File: config.mk
export PLATFORM = sky130hd
export DESIGN_NAME = serial_mem_rd_slave
export DESIGN_NICKNAME = d
export VERILOG_FILES = /design/src/rtl/rdslv_pkg.sv /design/src/rtl/rdslv_line_cond.sv /design/src/rtl/rdslv_addr_ctr.sv /design/src/rtl/rdslv_tx_ser.sv /design/src/rtl/serial_mem_rd_slave.sv
export SDC_FILE = /design/constraint.sdc
export NUM_CORES = 1
export LEC_CHECK = 0
export ABC_AREA = 1
export BUFFER_PORTS_ARGS = -buffer_cell sky130_fd_sc_hd__buf_2
export CORE_MARGIN = 10
export CORE_UTILIZATION = 59
export CTS_CLUSTER_SIZE = 12
export DETAILED_ROUTE_END_ITERATION = 6
export PLACE_DENSITY = 0.79
export SLEW_MARGIN = 20
export SYNTH_ARGS = -nofsm -noshare
export SYNTH_HDL_FRONTEND = slang
export SYNTH_SLANG_ARGS = --single-unit
File: constraint.sdc
create_clock -name clk -period 1.9 [get_ports clk]
set_input_delay 0.095 -clock clk [delete_from_list [all_inputs] [get_ports clk]]
set_output_delay 0.095 -clock clk [all_outputs]
set_load 0.02 [all_outputs]
File: src/rtl/rdslv_pkg.sv
package rdslv_pkg;
  typedef enum logic [2:0] {ST_IDLE, ST_RX, ST_ACK, ST_TX, ST_MACK, ST_WAIT} slv_state_e;
  typedef enum logic [1:0] {RK_DEV, RK_AHI, RK_ALO, RK_DATA} rx_kind_e;

  localparam logic [3:0] TYPE_CODE = 4'b1010;

  // device-type and select-bit comparison of a received address byte
  function automatic logic id_hit(input logic [7:0] b, input logic [2:0] sel);
    return (b[7:4] == TYPE_CODE) && (b[3:1] == sel);
  endfunction

  // order of bytes received in write direction
  function automatic rx_kind_e next_kind(input rx_kind_e k);
    case (k)
      RK_DEV:  return RK_AHI;
      RK_AHI:  return RK_ALO;
      default: return RK_DATA;
    endcase
  endfunction
endpackage

File: src/rtl/rdslv_line_cond.sv
module rdslv_line_cond #(
  parameter int STAGES = 2
) (
  input  logic clk,
  input  logic rst_n,
  input  logic scl_in,
  input  logic sda_in,
  output logic sda_lvl,
  output logic scl_rise,
  output logic scl_fall,
  output logic start_evt,
  output logic stop_evt
);
  logic [STAGES-1:0] scl_ff, sda_ff;
  logic scl_q, sda_q, scl_s;

  always_ff @(posedge clk or negedge rst_n) begin
    if (!rst_n) begin
      scl_ff <= '1;
      sda_ff <= '1;
      scl_q  <= 1'b1;
      sda_q  <= 1'b1;
    end else begin
      scl_ff <= {scl_ff[STAGES-2:0], scl_in};
      sda_ff <= {sda_ff[STAGES-2:0], sda_in};
      scl_q  <= scl_ff[STAGES-1];
      sda_q  <= sda_ff[STAGES-1];
    end
  end

  assign scl_s     = scl_ff[STAGES-1];
  assign sda_lvl   = sda_ff[STAGES-1];
  assign scl_rise  = scl_s & ~scl_q;
  assign scl_fall  = ~scl_s & scl_q;
  assign start_evt = scl_s & scl_q & sda_q & ~sda_lvl;
  assign stop_evt  = scl_s & scl_q & ~sda_q & sda_lvl;
endmodule

File: src/rtl/rdslv_addr_ctr.sv
module rdslv_addr_ctr #(
  parameter int AW = 13
) (
  input  logic          clk,
  input  logic          rst_n,
  input  logic          load,
  input  logic [AW-1:0] load_val,
  input  logic          step,
  output logic [AW-1:0] addr
);
  function automatic logic [AW-1:0] bump(input logic [AW-1:0] a);
    return a + 1'b1;
  endfunction

  always_ff @(posedge clk or negedge rst_n) begin
    if (!rst_n)    addr <= '0;
    else if (load) addr <= load_val;
    else if (step) addr <= bump(addr);
  end

  // the sequencer never asks for a load and a step together
  assert_single_update_R6: assert property (@(posedge clk) disable iff (!rst_n)
    !(load && step));

  // stepping from the top address lands on zero
  assert_wrap_R6: assert property (@(posedge clk) disable iff (!rst_n)
    (step && !load && addr == {AW{1'b1}}) |=> (addr == '0));
endmodule

File: src/rtl/rdslv_tx_ser.sv
module rdslv_tx_ser (
  input  logic       clk,
  input  logic       rst_n,
  input  logic       load,
  input  logic       shift,
  input  logic [7:0] din,
  output logic       next_bit
);
  logic [7:0] sh_q;

  always_ff @(posedge clk or negedge rst_n) begin
    if (!rst_n)     sh_q <= '0;
    else if (load)  sh_q <= din;
    else if (shift) sh_q <= {sh_q[6:0], 1'b0};
  end

  assign next_bit = sh_q[6];

  assert_no_double_R5: assert property (@(posedge clk) disable iff (!rst_n)
    !(load && shift));
endmodule

File: src/rtl/serial_mem_rd_slave.sv
module serial_mem_rd_slave
  import rdslv_pkg::*;
#(
  parameter int          ADDR_W  = 13,
  parameter logic [2:0]  DEV_SEL = 3'b000,
  parameter int          STAGES  = 2
) (
  input  logic              clk,
  input  logic              rst_n,
  input  logic              scl_in,
  input  logic              sda_in,
  output logic              sda_oe,
  output logic [ADDR_W-1:0] mem_addr,
  output logic              mem_rd_en,
  input  logic [7:0]        mem_rdata,
  input  logic              wr_busy
);
  localparam int HI_W = ADDR_W - 8;

  logic sda_lvl, scl_rise, scl_fall, start_evt, stop_evt, cond_evt;

  slv_state_e      state_q;
  rx_kind_e        kind_q;
  logic [3:0]      bitcnt_q;
  logic [7:0]      rx_sh_q, txbuf_q;
  logic [HI_W-1:0] ahi_q;
  logic            rw_q, oe_q, macked_q, rd_q, rd_pend_q;

  // named internal events
  logic byte_done, dev_done_evt, dev_match, dev_ok;
  logic tx_load, tx_shift, tx_next, rd_issue, ctr_load, mack_nack;
  logic [ADDR_W-1:0] ctr_addr;

  rdslv_line_cond #(.STAGES(STAGES)) u_line (
    .clk(clk), .rst_n(rst_n), .scl_in(scl_in), .sda_in(sda_in),
    .sda_lvl(sda_lvl), .scl_rise(scl_rise), .scl_fall(scl_fall),
    .start_evt(start_evt), .stop_evt(stop_evt)
  );

  assign cond_evt     = start_evt | stop_evt;
  assign byte_done    = (state_q == ST_RX) && scl_fall && (bitcnt_q == 4'd8);
  assign dev_done_evt = byte_done && (kind_q == RK_DEV);
  assign dev_match    = id_hit(rx_sh_q, DEV_SEL);
  assign dev_ok       = dev_match && !wr_busy;
  assign ctr_load     = byte_done && (kind_q == RK_ALO);
  assign tx_load      = !cond_evt && scl_fall &&
                        (((state_q == ST_ACK) && (kind_q == RK_DEV) && rw_q) ||
                         ((state_q == ST_MACK) && macked_q));
  assign tx_shift     = !cond_evt && (state_q == ST_TX) && scl_fall && (bitcnt_q != 4'd8);
  assign mack_nack    = !cond_evt && (state_q == ST_MACK) && scl_rise && sda_lvl;
  assign rd_issue     = !cond_evt &&
                        ((dev_done_evt && dev_ok && rx_sh_q[0]) ||
                         ((state_q == ST_MACK) && scl_rise && !sda_lvl));

  rdslv_addr_ctr #(.AW(ADDR_W)) u_ctr (
    .clk(clk), .rst_n(rst_n), .load(ctr_load),
    .load_val({ahi_q, rx_sh_q}), .step(tx_load), .addr(ctr_addr)
  );

  rdslv_tx_ser u_tx (
    .clk(clk), .rst_n(rst_n), .load(tx_load), .shift(tx_shift),
    .din(txbuf_q), .next_bit(tx_next)
  );

  always_ff @(posedge clk or negedge rst_n) begin
    if (!rst_n) begin
      state_q   <= ST_IDLE;
      kind_q    <= RK_DEV;
      bitcnt_q  <= '0;
      rx_sh_q   <= '0;
      txbuf_q   <= '0;
      ahi_q     <= '0;
      rw_q      <= 1'b0;
      oe_q      <= 1'b0;
      macked_q  <= 1'b0;
      rd_q      <= 1'b0;
      rd_pend_q <= 1'b0;
    end else begin
      rd_q      <= rd_issue;
      rd_pend_q <= rd_q;
      if (rd_pend_q) txbuf_q <= mem_rdata;

      if (stop_evt) begin
        state_q  <= ST_IDLE;
        oe_q     <= 1'b0;
        macked_q <= 1'b0;
      end else if (start_evt) begin
        state_q  <= ST_RX;
        kind_q   <= RK_DEV;
        bitcnt_q <= '0;
        oe_q     <= 1'b0;
        macked_q <= 1'b0;
      end else begin
        case (state_q)
          ST_RX: begin
            if (scl_rise && bitcnt_q != 4'd8) begin
              rx_sh_q  <= {rx_sh_q[6:0], sda_lvl};
              bitcnt_q <= bitcnt_q + 4'd1;
            end
            if (byte_done) begin
              case (kind_q)
                RK_DEV: begin
                  if (dev_ok) begin
                    state_q <= ST_ACK;
                    oe_q    <= 1'b1;
                    rw_q    <= rx_sh_q[0];
                  end else begin
                    state_q <= ST_WAIT;
                  end
                end
                RK_AHI: begin
                  ahi_q   <= rx_sh_q[HI_W-1:0];
                  state_q <= ST_ACK;
                  oe_q    <= 1'b1;
                end
                RK_ALO: begin
                  state_q <= ST_ACK;
                  oe_q    <= 1'b1;
                end
                default: state_q <= ST_WAIT;
              endcase
            end
          end
          ST_ACK: begin
            if (scl_fall) begin
              bitcnt_q <= '0;
              if (tx_load) begin
                state_q <= ST_TX;
                oe_q    <= ~txbuf_q[7];
              end else begin
                state_q <= ST_RX;
                oe_q    <= 1'b0;
                kind_q  <= next_kind(kind_q);
              end
            end
          end
          ST_TX: begin
            if (scl_rise && bitcnt_q != 4'd8) bitcnt_q <= bitcnt_q + 4'd1;
            if (scl_fall) begin
              if (bitcnt_q == 4'd8) begin
                oe_q     <= 1'b0;
                state_q  <= ST_MACK;
                macked_q <= 1'b0;
              end else begin
                oe_q <= ~tx_next;
              end
            end
          end
          ST_MACK: begin
            if (mack_nack) state_q <= ST_WAIT;
            else if (scl_rise) macked_q <= 1'b1;
            if (tx_load) begin
              state_q  <= ST_TX;
              bitcnt_q <= '0;
              oe_q     <= ~txbuf_q[7];
              macked_q <= 1'b0;
            end
          end
          default: ;
        endcase
      end
    end
  end

  assign sda_oe    = oe_q;
  assign mem_addr  = ctr_addr;
  assign mem_rd_en = rd_q;

  // the line enable moves only after a clock fall or a bus condition
  assert_sda_edge_R12: assert property (@(posedge clk) disable iff (!rst_n)
    !$stable(oe_q) |-> $past(scl_fall || start_evt || stop_evt));

  // STOP always frees the line
  assert_stop_release_R1: assert property (@(posedge clk) disable iff (!rst_n)
    stop_evt |=> !sda_oe);

  // a foreign address draws no acknowledge
  assert_refuse_id_R3: assert property (@(posedge clk) disable iff (!rst_n)
    dev_done_evt && !dev_match |=> !sda_oe);

  // a busy array draws no acknowledge
  assert_refuse_busy_R4: assert property (@(posedge clk) disable iff (!rst_n)
    dev_done_evt && wr_busy |=> !sda_oe);

  // a missing master acknowledge parks the slave with the line free
  assert_nack_park_R8: assert property (@(posedge clk) disable iff (!rst_n)
    mack_nack |=> (state_q == ST_WAIT) && !sda_oe);

  // each fetch is a single-cycle strobe
  assert_rd_pulse_R5: assert property (@(posedge clk) disable iff (!rst_n)
    mem_rd_en |=> !mem_rd_en);

  // the counter is only preloaded in write direction
  assert_load_write_R9: assert property (@(posedge clk) disable iff (!rst_n)
    ctr_load |-> !rw_q);
endmodule

==> summary.txt <==
Pwr
  • Sequential share of power: 0.411
  • Internal: 0.00273 W
  • Psw: 0.00163 W
  • Net Sw Frac: 0.375
  • Leakage: 1.84 nW
  • Clock group share of total power: 0.252
  • Combinational share of power: 0.337
  • Pwr/cell area: 1140 nW/um^2
  • Peak VDD IR: between 600 and 700 uV

Global routing
  • Global routing usage on met3: 0.0496
  • M2 GR Usage: 0.253
  • GRT Max-Usage Layer: met2
  • GRT Util Overall: 0.172
  • Vias in the first global route: around 2,600
  • Total grt overflow: 0
  • Antenna violations before repair: 0
  • Global-route wire length before repair: 12,300 microns
  • Largest net degree at the start of global routing: 39
  • GR Util met1: 0.239

Layout
  • Finished Core Util: 0.734
  • Nets: between 400 and 500
  • Share of layout cells above drive strength 1: 0.216
  • Area growth syn-to-layout: 18.8%
  • # diodes: 0

Worst setup path
  • CP max-delay cell: dfrtp_1
  • Critical Path AT: a little under 2 ns
  • Required @ worst endpoint: 2.12 ns
  • Crit-path max FO: 10
  • Largest delay share family, worst path: buffers and inverters
  • Endpoint class of the critical path: register
  • Cell chain of the critical path: inv_2, ha_1, nand2_1, inv_1, nand3_1, nand2_2, nand2_4, clkinvlp_4, buf_4, nor2_1, o22ai_1
  • Critical path startpoint category: register
  • Worst setup path class: reg2reg
  • CP max stage delay: 0.42 ns
  • WP buf/inv: 4

Die
  • Horiz. Die Dim: about 94 microns
  • FP Rows: 26
  • Die height: 93.9 microns
  • Starting Density: 0.618
  • CORE AREA: 5200 sq um
  • Top Ports: 28
  • Die area: 8810 sq um

STA
  • Setup Skew: slightly above 0.008 ns
  • Fin. Hold Viols: 0
  • Fin crit share: 0.928
  • Worst-Margin Slew: approximately 0.55 ns
  • Max Clock Freq: 567 MHz
  • Final period demand of the worst path: ~1.8 ns
  • Setup TNS: 0 ns
  • Max-slew headroom: 0.637
  • Setup violators final: 0
  • Max Slew Vio Count: 0

Drt
  • Post-DRT Antenna Nets: 0
  • DRC: 0
  • 1st-pass router iterations: 5
  • Final WL: 7250 microns
  • Via Count: between 2,000 and 3,000
  • Vias/cell: 5.37
  • Iteration-0 DRC Markers: 261
  • Drt wl/cell: approximately 14 microns

Min path
  • Worst min-delay path category: in2reg

Synth
  • Syn Nets: 411
  • Register area share after synthesis: 0.477
  • Flops & latches, synth: 61
  • Syn Std Cell Area: 3220 sq um
  • Distinct cells, synth: 37
  • Synth Instances: between 300 and 400
  • Syn Area/Cell: 8.25 sq um
  • Ys Warns: 0

CTS
  • Clock buffer count from CTS: 9
  • H-tree levels: 3
  • Clk Latency, worst-skew pair: 0.34 ns
  • CTS tree: done
  • Clock Pin Slew Worst Setup and Hold Paths: 0.07 ns
  • Clk buf depth: 2
  • Root buf cell: clkbuf_8
  • CTS Sinks: 61

Run status
  • Status: completed

Placement
  • I/O Buffers: 27
  • RD Place Congestion: 0.874
  • Dpl hpwl: 5360 microns

Run
  • Max-Cap Viols: 0
==> Yosys cell counts <==
cell / count / area, sq um
nand3_4: 1 / 17.5
a21oi_1: 4 / 20.0
a21boi_0: 1 / 7.51
o21a_1: 1 / 7.51
o211ai_1: 5 / 37.5
nand3_1: 24 / 120
nor2_1: 32 / 120
xnor2_1: 4 / 35.0
o221ai_1: 2 / 17.5
o21ai_1: 5 / 25.0
or2_2: 2 / 12.5
buf_2: 2 / 10.0
o31ai_1: 1 / 7.51
o22ai_1: 1 / 6.26
nand2_1: 109 / 409
buf_6: 2 / 22.5
clkbuf_1: 1 / 3.75
inv_1: 41 / 154
o21ai_4: 1 / 16.3
nand4_1: 11 / 68.8
nand2_2: 6 / 37.5
nor2_2: 3 / 18.8
ha_1: 8 / 100
xor2_1: 4 / 35.0
nor3_1: 3 / 15.0
nand3_2: 3 / 30.0
o211ai_2: 1 / 12.5
nor3_4: 2 / 32.5
dfrtp_1: 55 / 1380
o221ai_2: 1 / 15.0
mux2_2: 2 / 22.5
dfstp_2: 6 / 158
inv_2: 5 / 18.8
o21ai_0: 37 / 185
nor2_4: 2 / 22.5
clkinv_4: 1 / 8.76
nand2_4: 1 / 11.3
==> registers in the layout, summed over array words and instances (netlist names) <==
register       count
u_ctr.addr        13
rx_sh_q            8
txbuf_q            8
u_tx.sh_q          7
ahi_q              5
bitcnt_q           4
state_q            3
kind_q             2
u_line.scl_ff      2
u_line.sda_ff      2
macked_q           1
mem_rd_en          1
rd_pend_q          1
rw_q               1
sda_oe             1
u_line.scl_q       1
u_line.sda_q       1
==> cell families after synthesis <==
group	synth area share
flops	0.477
simple gates	0.285
buf+inv	0.0677
fa+ha+maj	0.0311
xor+xnor	0.0218
compound gates	0.111
mux	0.00700
==> layout make-up <==
| class | count | area, sq um |
|---|---|---|
| flip-flops and latches | 61 | 1540 |
| multi-input cells | 277 | 1490 |
| fillers | 379 | 1380 |
| repair buffers | 50 | 348 |
| inverters | 47 | 185 |
| clock buffers | 12 | 145 |
| well taps | 70 | 87.6 |
| clock inverters | 2 | 35.0 |
==> cell usage in the layout, fill, tap and decap left out, drive strengths merged, types with 3 or more instances in the layout <==
cell type / synthesis / routed
dfstp: 6 / 6
ha: 8 / 8
dfrtp: 55 / 55
o211ai: 6 / 6
buf: 4 / 39
clkbuf: 1 / 12
xnor2: 4 / 4
dlygate4sd3: 0 / 11
nor3: 5 / 5
o221ai: 3 / 3
o21ai: 43 / 43
inv: 46 / 45
nand4: 11 / 11
nand3: 28 / 28
nand2: 116 / 116
a21oi: 4 / 4
xor2: 4 / 4
nor2: 37 / 37
==> per-stage QoR <==
stage	power (W)	hold WS, ns	cell area (sq um)	setup slack, ns	cells
6_report	0.00436	0.116	3820	0.137	519
5_1_grt	0.00470	0.155	3820	-0.00175	519
4_1_cts	0.00432	0.111	3780	0.0213	517
3_5_place_dp	0.00321	0.108	3490	0.0479	492
3_3_place_gp	0.00317	0.103	3490	0.0732	492
2_1_floorplan	0.00281	-0.201	3220	0.236	390
==> worst paths after layout <==
kind,slack (ns),depth (start not counted),startpoint,endpoint
min in group asynchronous,0.27,2,rst_n,txbuf_q[7]$_DFFE_PN0P_
hold reg to reg,0.36,0,u_line.sda_ff[0]$_DFF_PN1_,u_line.sda_ff[1]$_DFF_PN1_
max in group asynchronous,1.03,3,rst_n,u_ctr.addr[0]$_DFFE_PN0P_
setup reg to reg,0.14,11,kind_q[0]$_DFFE_PN0P_,u_ctr.addr[0]$_DFFE_PN0P_
hold / removal,0.12,5,wr_busy,rw_q$_DFFE_PN0P_
setup / recovery,0.14,11,kind_q[0]$_DFFE_PN0P_,u_ctr.addr[0]$_DFFE_PN0P_
==> per-layer routing <==
layer / wire [microns] / up-vias
li1: - / 1391
met1: 3420 / 1298
met2: 3280 / 84
met3: 486 / 15
met4: 70 / 0
met5: 0 / -
==> timing repair <==
item | in CTS | in global routing
endpoints found under the setup margin | 0 | 32
hold buffers | 11 | 0
gates resized for setup | 0 | 11
endpoints found under the hold margin | 27 | 0
setup buffers | 0 | 2
==> worst reg2reg max path: stages, from the launching register on <==
cell and delay (ns):
dfrtp_1 0.42, inv_2 0.08, ha_1 0.21, nand2_1 0.06, inv_1 0.04, nand3_1 0.07
nand2_2 0.08, nand2_4 0.09, clkinvlp_4 0.18, buf_4 0.21, nor2_1 0.11, o22ai_1 0.09
==> power groups by stage <==
stage | Sequential [W] | Combinational (W) | Clock [W]
6_report | 0.00179 | 0.00147 | 0.00110
5_1_grt | 0.00183 | 0.00171 | 0.00116
4_1_cts | 0.00178 | 0.00143 | 0.00111
3_5_place_dp | 0.00180 | 0.00141 | 0
3_3_place_gp | 0.00179 | 0.00138 | 0
2_1_floorplan | 0.00178 | 0.00103 | 0
(Power assumes the default switching activity.)
